--- src/rtl/byte_dist_pkg.sv ---
// Shared types for the addressed byte distributor.
// Assumes: nothing beyond standard SystemVerilog.
package byte_dist_pkg;

    // Sequencer phases: present the head, then decide on the claim returns.
    typedef enum logic {
        SEQ_PRESENT = 1'b0,
        SEQ_DECIDE  = 1'b1
    } seq_state_t;

endpackage

--- src/rtl/dist_sequencer.sv ---
// Central sequencer. It presents the queue head for one cycle, then decides
// from the wired-OR claim and acknowledge returns: it drops an unclaimed
// byte, takes a claimed one as soon as the owner acknowledges, and waits
// otherwise.
// Assumes: the queue head stays stable until src_pop; the claim returns are
// registered one cycle after presentation.
module dist_sequencer
    import byte_dist_pkg::*;
(
    input  logic clk,
    input  logic rst_n,
    input  logic src_valid,
    input  logic claim_any,
    input  logic ack_any,
    output logic present,
    output logic decide,
    output logic src_pop,
    output logic drop_err
);

    seq_state_t state_q;

    // Decode the phase strobes and the pop/discard outcome.
    always_comb begin
        present  = (state_q == SEQ_PRESENT) && src_valid;
        decide   = (state_q == SEQ_DECIDE);
        drop_err = decide && !claim_any;
        src_pop  = decide && (!claim_any || ack_any);
    end

    // Advance between the present and decide phases.
    always_ff @(posedge clk) begin
        if (!rst_n) begin
            state_q <= SEQ_PRESENT;
        end else if (present) begin
            state_q <= SEQ_DECIDE;
        end else if (src_pop) begin
            state_q <= SEQ_PRESENT;
        end
    end

endmodule

--- src/rtl/dist_channel.sv ---
// One transmitter channel. It matches the broadcast destination against its
// fixed index, keeps the claim until the byte leaves the bus, acknowledges
// only when idle, and shifts the held byte out as a start bit followed by
// the data, LSB first, each bit lasting BIT_CYCLES clocks.
// Assumes: present, decide and pop come from the central sequencer.
module dist_channel #(
    parameter int CH_IDX     = 0,
    parameter int DATA_W     = 8,
    parameter int DEST_W     = 4,
    parameter int BIT_CYCLES = 4
) (
    input  logic              clk,
    input  logic              rst_n,
    input  logic              present,
    input  logic              decide,
    input  logic              pop,
    input  logic [DEST_W-1:0] bus_dest,
    input  logic [DATA_W-1:0] bus_data,
    output logic              claim,
    output logic              ack,
    output logic              busy,
    output logic              line
);

    localparam int FRAME_BITS = DATA_W + 1;
    localparam int TICK_W     = (BIT_CYCLES > 1) ? $clog2(BIT_CYCLES) : 1;
    localparam int BITC_W     = $clog2(FRAME_BITS + 1);
    localparam logic [DEST_W-1:0] MY_CODE   = DEST_W'(CH_IDX);
    localparam logic [TICK_W-1:0] TICK_LAST = TICK_W'(BIT_CYCLES - 1);
    localparam logic [BITC_W-1:0] BIT_LAST  = BITC_W'(FRAME_BITS - 1);

    logic [FRAME_BITS-1:0] shift_q;
    logic [TICK_W-1:0]     tick_q;
    logic [BITC_W-1:0]     bit_q;

    // Take the byte only while idle and holding the claim.
    assign ack  = decide && claim && !busy;
    assign line = busy ? shift_q[0] : 1'b1;

    // Latch the address match at presentation; release it when the byte leaves.
    always_ff @(posedge clk) begin
        if (!rst_n) begin
            claim <= 1'b0;
        end else if (present) begin
            claim <= (bus_dest == MY_CODE);
        end else if (pop) begin
            claim <= 1'b0;
        end
    end

    // Load the holding register on ack, then shift one bit per bit period.
    always_ff @(posedge clk) begin
        if (!rst_n) begin
            busy    <= 1'b0;
            shift_q <= '1;
            tick_q  <= '0;
            bit_q   <= '0;
        end else if (ack) begin
            busy    <= 1'b1;
            shift_q <= {bus_data, 1'b0};
            tick_q  <= '0;
            bit_q   <= '0;
        end else if (busy) begin
            if (tick_q == TICK_LAST) begin
                tick_q  <= '0;
                shift_q <= {1'b1, shift_q[FRAME_BITS-1:1]};
                if (bit_q == BIT_LAST) begin
                    busy <= 1'b0;
                end else begin
                    bit_q <= bit_q + 1'b1;
                end
            end else begin
                tick_q <= tick_q + 1'b1;
            end
        end
    end

endmodule

--- src/rtl/byte_distributor.sv ---
// Top level. The sequencer broadcasts the queue head to NUM_CH channels and
// reduces their claim and acknowledge outputs into wired-OR returns.
// Assumes: NUM_CH fits in the destination field; the upstream queue shows its
// head combinationally and removes it on src_pop.
module byte_distributor #(
    parameter int NUM_CH     = 14,
    parameter int DATA_W     = 8,
    parameter int DEST_W     = 4,
    parameter int BIT_CYCLES = 4
) (
    input  logic              clk,
    input  logic              rst_n,
    input  logic              src_valid,
    input  logic [DEST_W-1:0] src_dest,
    input  logic [DATA_W-1:0] src_data,
    output logic              src_pop,
    output logic              drop_err,
    output logic              addr_claimed,
    output logic              byte_taken,
    output logic [NUM_CH-1:0] ch_busy,
    output logic [NUM_CH-1:0] ch_line
);

    logic [NUM_CH-1:0] claim_vec;
    logic [NUM_CH-1:0] ack_vec;
    logic              present;
    logic              decide;

    // Wired-OR returns toward the sequencer.
    assign addr_claimed = |claim_vec;
    assign byte_taken   = |ack_vec;

    dist_sequencer u_seq (
        .clk       (clk),
        .rst_n     (rst_n),
        .src_valid (src_valid),
        .claim_any (addr_claimed),
        .ack_any   (byte_taken),
        .present   (present),
        .decide    (decide),
        .src_pop   (src_pop),
        .drop_err  (drop_err)
    );

    for (genvar g = 0; g < NUM_CH; g++) begin : g_ch
        dist_channel #(
            .CH_IDX     (g),
            .DATA_W     (DATA_W),
            .DEST_W     (DEST_W),
            .BIT_CYCLES (BIT_CYCLES)
        ) u_ch (
            .clk      (clk),
            .rst_n    (rst_n),
            .present  (present),
            .decide   (decide),
            .pop      (src_pop),
            .bus_dest (src_dest),
            .bus_data (src_data),
            .claim    (claim_vec[g]),
            .ack      (ack_vec[g]),
            .busy     (ch_busy[g]),
            .line     (ch_line[g])
        );
    end

endmodule

--- config.mk ---
export PLATFORM = sky130hd
export DESIGN_NAME = byte_distributor
export DESIGN_NICKNAME = d
export VERILOG_FILES = /design/src/rtl/byte_dist_pkg.sv /design/src/rtl/dist_sequencer.sv /design/src/rtl/dist_channel.sv /design/src/rtl/byte_distributor.sv
export SDC_FILE = /design/constraint.sdc
export NUM_CORES = 1
export LEC_CHECK = 0
export BUFFER_PORTS_ARGS = -buffer_cell sky130_fd_sc_hd__buf_2
export CAP_MARGIN = 40
export CORE_UTILIZATION = 51
export DETAILED_ROUTE_END_ITERATION = 12
export GPL_TIMING_DRIVEN = 1
export PLACE_DENSITY = 0.68
export SETUP_SLACK_MARGIN = 0.3
export SYNTH_ARGS = -nofsm -noshare
export SYNTH_HDL_FRONTEND = slang
export SYNTH_SLANG_ARGS = --single-unit
--- constraint.sdc ---
create_clock -name clk -period 2.2 [get_ports clk]
set_input_delay 0.11 -clock clk [delete_from_list [all_inputs] [get_ports clk]]
set_output_delay 0.11 -clock clk [all_outputs]
set_load 0.1 [all_outputs]
# Yosys cells after proc, flatten, opt, wreduce, memory -nomap -nowiden
# Index checks and enable logic that the tools add are counted.
# word_totals
ff_bits	239
in_bits	15
output_inout_bits	32
word_cells	419
# op_classes
add_sub_neg	28
eq_ne	41
n_mux	142
n_bitwise	16
n_reduce_logical	121
# ops
cell	count
two-way mux 9 bit	42
two-way mux 1 bit	86
equality test 4 bit (second input constant)	20
nonzero test 2 bit	29
adder 4 x 1 -> 4 bit (second input constant)	14
AND reduction 3 bit	14
logical AND 1 bit	31
adder 2 x 1 -> 2 bit (second input constant)	14
equality test 2 bit (second input constant)	14
two-way mux 2 bit	14
AND reduction 2 bit	14
OR reduction 14 bit	2
OR reduction 2 bit	14
equality test 4 x 3 -> 1 bit (second input constant)	4
NOT 1 bit	16
logical NOT 1 bit	15
equality test 4 x 2 -> 1 bit (second input constant)	2
equality test 4 x 1 -> 1 bit (second input constant)	1
logical NOT 4 bit	1
logical OR 1 bit	1

# Longest topological paths before layout
# logic_depth
word_depth	7
ltp_mapped	7
ltp_nobuf	6

# Hierarchy
# Synthesis repeated with hierarchy kept, for this count alone.
# hier_totals
hier_cells	1249
hier_area_um2	11522.3
# by_module_without_submodules
mod	instances	cells_each	area_each_um2
dist_channel (g_ch[10].u_ch ...)	7	88	814.5
dist_channel (g_ch[1].u_ch ...)	4	88	813.3
dist_channel (g_ch[12].u_ch ...)	2	88	812.0
dist_channel (g_ch[0].u_ch)	1	88	810.8
dist_sequencer	1	7	75.1
byte_distributor	1	10	57.6

# Least setup slack after synthesis
# No wires, ideal clock.
# synth_timing
path_kind	reg2out
start	register g_ch[13].u_ch.claim
end	output port src_pop
t_arrival_ns	4.131
required_time_ns	2.090
path_slack_ns	-2.041
stages_incl_launch_ff	4
path_buffers	0
path_cell_list	dfxtp_1 nor4_1 nand4_1 o21ai_0
# synth_lines
element	line_no	source
start, declared	dist_channel.sv:19	output logic claim,
start signal, assigned	dist_channel.sv:45	claim <= (bus_dest == MY_CODE);
OR reduction 14 bit	byte_distributor.sv:30	assign addr_claimed = |claim_vec;
via addr_claimed	byte_distributor.sv:18	output logic addr_claimed,
logical NOT 1 bit	dist_sequencer.sv:28	src_pop = decide && (!claim_any || ack_any);
logical OR 1 bit	dist_sequencer.sv:28	
logical AND 1 bit	dist_sequencer.sv:28	
end, declared	byte_distributor.sv:16	output logic src_pop,
# The timed path passes the listed nets, and every way through them passes these cells.

# Worst setup path in the final report
# layout_timing
start	register g_ch[3].u_ch.claim
end	output port src_pop
# layout_via
elab_chain_len	5
# layout_rtl
element	line_no	source
start, declared	dist_channel.sv:19	
start signal, assigned	dist_channel.sv:45	
logical AND 1 bit (2 in series)	dist_channel.sv:37	assign ack = decide && claim && !busy;
OR reduction 14 bit	byte_distributor.sv:31	assign byte_taken = |ack_vec;
logical OR 1 bit (*)	dist_sequencer.sv:28	
logical AND 1 bit (*)	dist_sequencer.sv:28	
# Mark *: on every way between the ends. The rest lies on a longest branch, timed or not.

==> flow_summary_export.csv <==
group,metric,value,unit
outcome,status,"finished, final reports clean",
logic_synthesis,synth_nets,1273,
place,gp_congestion,0.798,
place,port_buffers,46,
logic_synthesis,ys_warn_count,0,
finish,final_cell_mix,"nand2_1, dfxtp_1, nor2_1",
finish,layout.cells.most_common,"nand2_1",
critical_path,startpoint,"g_ch[3].u_ch.claim$_SDFFE_PN0P_",
sta,tightest_slew,0.591,ns
sta,rsz0062_at_grt,"yes",
run,maxCapViolCount,0,
logic_synthesis,synth_area_per_cell,8.65,um^2
route,viasPerCell,5.40,
sta,slew-limit-headroom,60.5,%
route,dr_wl_met3,1290,um
power_and_ir_drop,peakVddDrop,758,uV
logic_synthesis,synth_cell_types,39,
critical_path,timing.rr.start,"g_ch[3].u_ch.claim$_SDFFE_PN0P_",
route,drt-initial-drc-count,546,
die,core_area,20200,um^2
sta,max_freq,469,MHz
critical_path,cp_max_fo,2,
route,ant_nets,0,
clock_network,cts_made_buffers,25,
die,start_util,52.0,%
die,die_h,146,um
route,dr.pass1.iters,5,
power_and_ir_drop,finalPower,9.13,mW
finish,fin_area,12000,um^2
route,drcViolationCount,0,
grt,grt_pass1_vias,7508,
logic_synthesis,syn_area,10500,um^2
route,wire_per_inst,14.8,um
logic_synthesis,ys_seq_area_share,45.5,%
finish,drive_gt1_share,14.4,%
worst_hold_path,min_path_type,"input port to flop",
power_and_ir_drop,power.density,760,nW/um^2
critical_path,r2r_slack,0.15,ns
clock_network,cts_tree,"done",
critical_path,critPathCaptureType,"output pin",
critical_path,start_kind,"flop",
logic_synthesis,synth_seq_cells,239,
power_and_ir_drop,leakagePower,4.75,nW
finish,num-fill-cells,1799,
die,io_pins,47,
sta,finalHoldViolations,0,
grt,track_usage,21.4,%
die,fp.dieW,146,um
clock_network,clk_pin_slew,0.06,ns
grt,grt_pass1_wl,37500,um
critical_path,cp.arrival,2.02,ns
grt,grt_overflow,0,
finish,final_core_util,59.3,%
sta,finalCritPeriodShare,97.0,%
clock_network,cts.sinks,239,
clock_network,clock_latency,0.51,ns
sta,setup_viol,0,
finish,area_growth,14.2,%
logic_synthesis,synth_cells,1216,
critical_path,criticalPathCategory,"flop to output pin",
finish,nets,1299,
sta,period_needed,2.13,ns
clock_network,cts_root_buffer,"clkbuf_16",
sta,skew,0.0100,ns
finish,stdcell_count,1531,
grt,antenna_found_initial,2,
clock_network,htreeDepth,1,
route,wl,22700,um
route,dr_total_vias,8264,
place,placed_cells,1470,
place,dpl-instance-area,10900,um^2
clock_network,clock_path_buffers,3,
critical_path,worstPathRequired,2.09,ns
die,rows,52,
sta,slew_viol_final,0,
grt,grt_max_degree,73,
place,hpwl,14700,um
worst_hold_path,hold_start,"src_dest[2]",
route,drt-met1-wl,10900,um
route,top_layer_used,"met4",
route,wl_met2,10100,um
die,dieArea,21200,um^2
==> sequential cells by signal, summed over array words and instances, names as in the netlist <==
name               flops
g_ch.u_ch.bit_q       56
g_ch.u_ch.busy        14
g_ch.u_ch.claim       14
g_ch.u_ch.shift_q    126
g_ch.u_ch.tick_q      28
u_seq.decide           1
==> worst paths after layout <==
path,to,cells after the start
worst max-delay path,src_pop,6
worst min-delay path,g_ch[8].u_ch.claim$_SDFFE_PN0P_,3
worst max register to register,g_ch[11].u_ch.claim$_SDFFE_PN0P_,8
worst min register to register,g_ch[6].u_ch.shift_q[0]$_SDFFE_PN1P_,2
==> cell type report <==
type                       instances  area [um^2]  area share [%]
sequential                       239         4820            40.1
clock buffer                      35          713            5.94
tap                              270          338            2.81
clock inverter                     9          123            1.02
inverter                          51          191            1.59
multi-input combinational        837         5190            43.2
timing repair buffer              88          628            5.23
antenna                            2         5.00          0.0417
==> power breakdown <==
group | leakage, nW | switching, mW | internal [mW]
logic | 2.40 | 0.335 | 0.146
clock network | 0.412 | 1.67 | 2.60
registers | 1.94 | 0.0261 | 4.35
total | 4.75 | 2.04 | 7.09
==> metal layers <==
metal / vias to the layer above / track usage (%)
li1: 4212 / -
met1: 3843 / 29.8
met2: 180 / 34.6
met3: 29 / 3.82
met4: 0 / 4.84
met5: - / 0
==> what timing repair did <==
action                                  4_1_cts  5_1_grt
endpoints found under the hold margin         5        0
resized for setup                            29       17
setup buffers                                 9        3
endpoints found under the setup margin       18       18
gates cloned                                  0        1
hold buffers                                  2        0
pin swaps                                     7        4
==> kinds of logic after synthesis <==
group	after synthesis	synth area share, %
buf+inv	140	6.16
flops	239	45.5
compound gates	193	15.4
xor+xnor	42	3.50
mux	22	2.09
simple gates	538	22.4
fa+ha+maj	42	5.00
==> synth_stat cells <==
| library cell | n | area share (%) |
|---|---|---|
| a221o_1 | 93 | 8.9 |
| nor2_1 | 123 | 4.4 |
| and2_1 | 14 | 0.83 |
| nand3b_1 | 14 | 1.0 |
| o31a_1 | 1 | 0.083 |
| ha_1 | 42 | 5.0 |
| dfxtp_1 | 239 | 46 |
| nor4_1 | 4 | 0.24 |
| buf_6 | 2 | 0.21 |
| nand4_1 | 16 | 0.95 |
| clkbuf_1 | 57 | 2.0 |
| nor4b_4 | 1 | 0.23 |
| o21ai_0 | 31 | 1.5 |
| nor3b_1 | 2 | 0.14 |
| and3_1 | 4 | 0.24 |
| a21oi_1 | 20 | 0.95 |
| xor2_1 | 28 | 2.3 |
| nand2_1 | 276 | 9.9 |
| a21boi_0 | 14 | 1.0 |
| xnor2_1 | 14 | 1.2 |
| or2b_1 | 2 | 0.14 |
| inv_1 | 48 | 1.7 |
| buf_4 | 28 | 2.0 |
| a221o_2 | 5 | 0.54 |
| nand4_2 | 1 | 0.12 |
| inv_2 | 3 | 0.11 |
| nor2b_1 | 6 | 0.36 |
| o41ai_2 | 1 | 0.15 |
| a22o_2 | 13 | 1.2 |
| buf_2 | 2 | 0.095 |
| o211ai_1 | 14 | 1.0 |
| nand3_1 | 33 | 1.6 |
| mux2i_1 | 22 | 2.1 |
| nand2b_1 | 16 | 0.95 |
| or2_2 | 4 | 0.24 |
| nor3_1 | 20 | 0.95 |
| nor2b_2 | 1 | 0.083 |
| a22o_1 | 1 | 0.083 |
| and3b_1 | 1 | 0.083 |
==> critical path: stages (launching register included) <==
cell	delay [ns]
dfxtp_2	0.32
nor2b_4	0.14
o41ai_4	0.37
nand4_2	0.20
nor2_4	0.20
o21ai_4	0.11
buf_12	0.18
==> stage by stage <==
stage               setup TNS (ns)  setup slack [ns]  hold WS, ns
global route                     0           0.00805       0.0368
detailed placement               0             0.255        0.467
floorplan                    -1.80            -0.640        0.249
finish                           0            0.0657       0.0329
global placement                 0             0.266        0.464
CTS                              0            0.0833      0.00951
(Power assumes the default switching activity.)
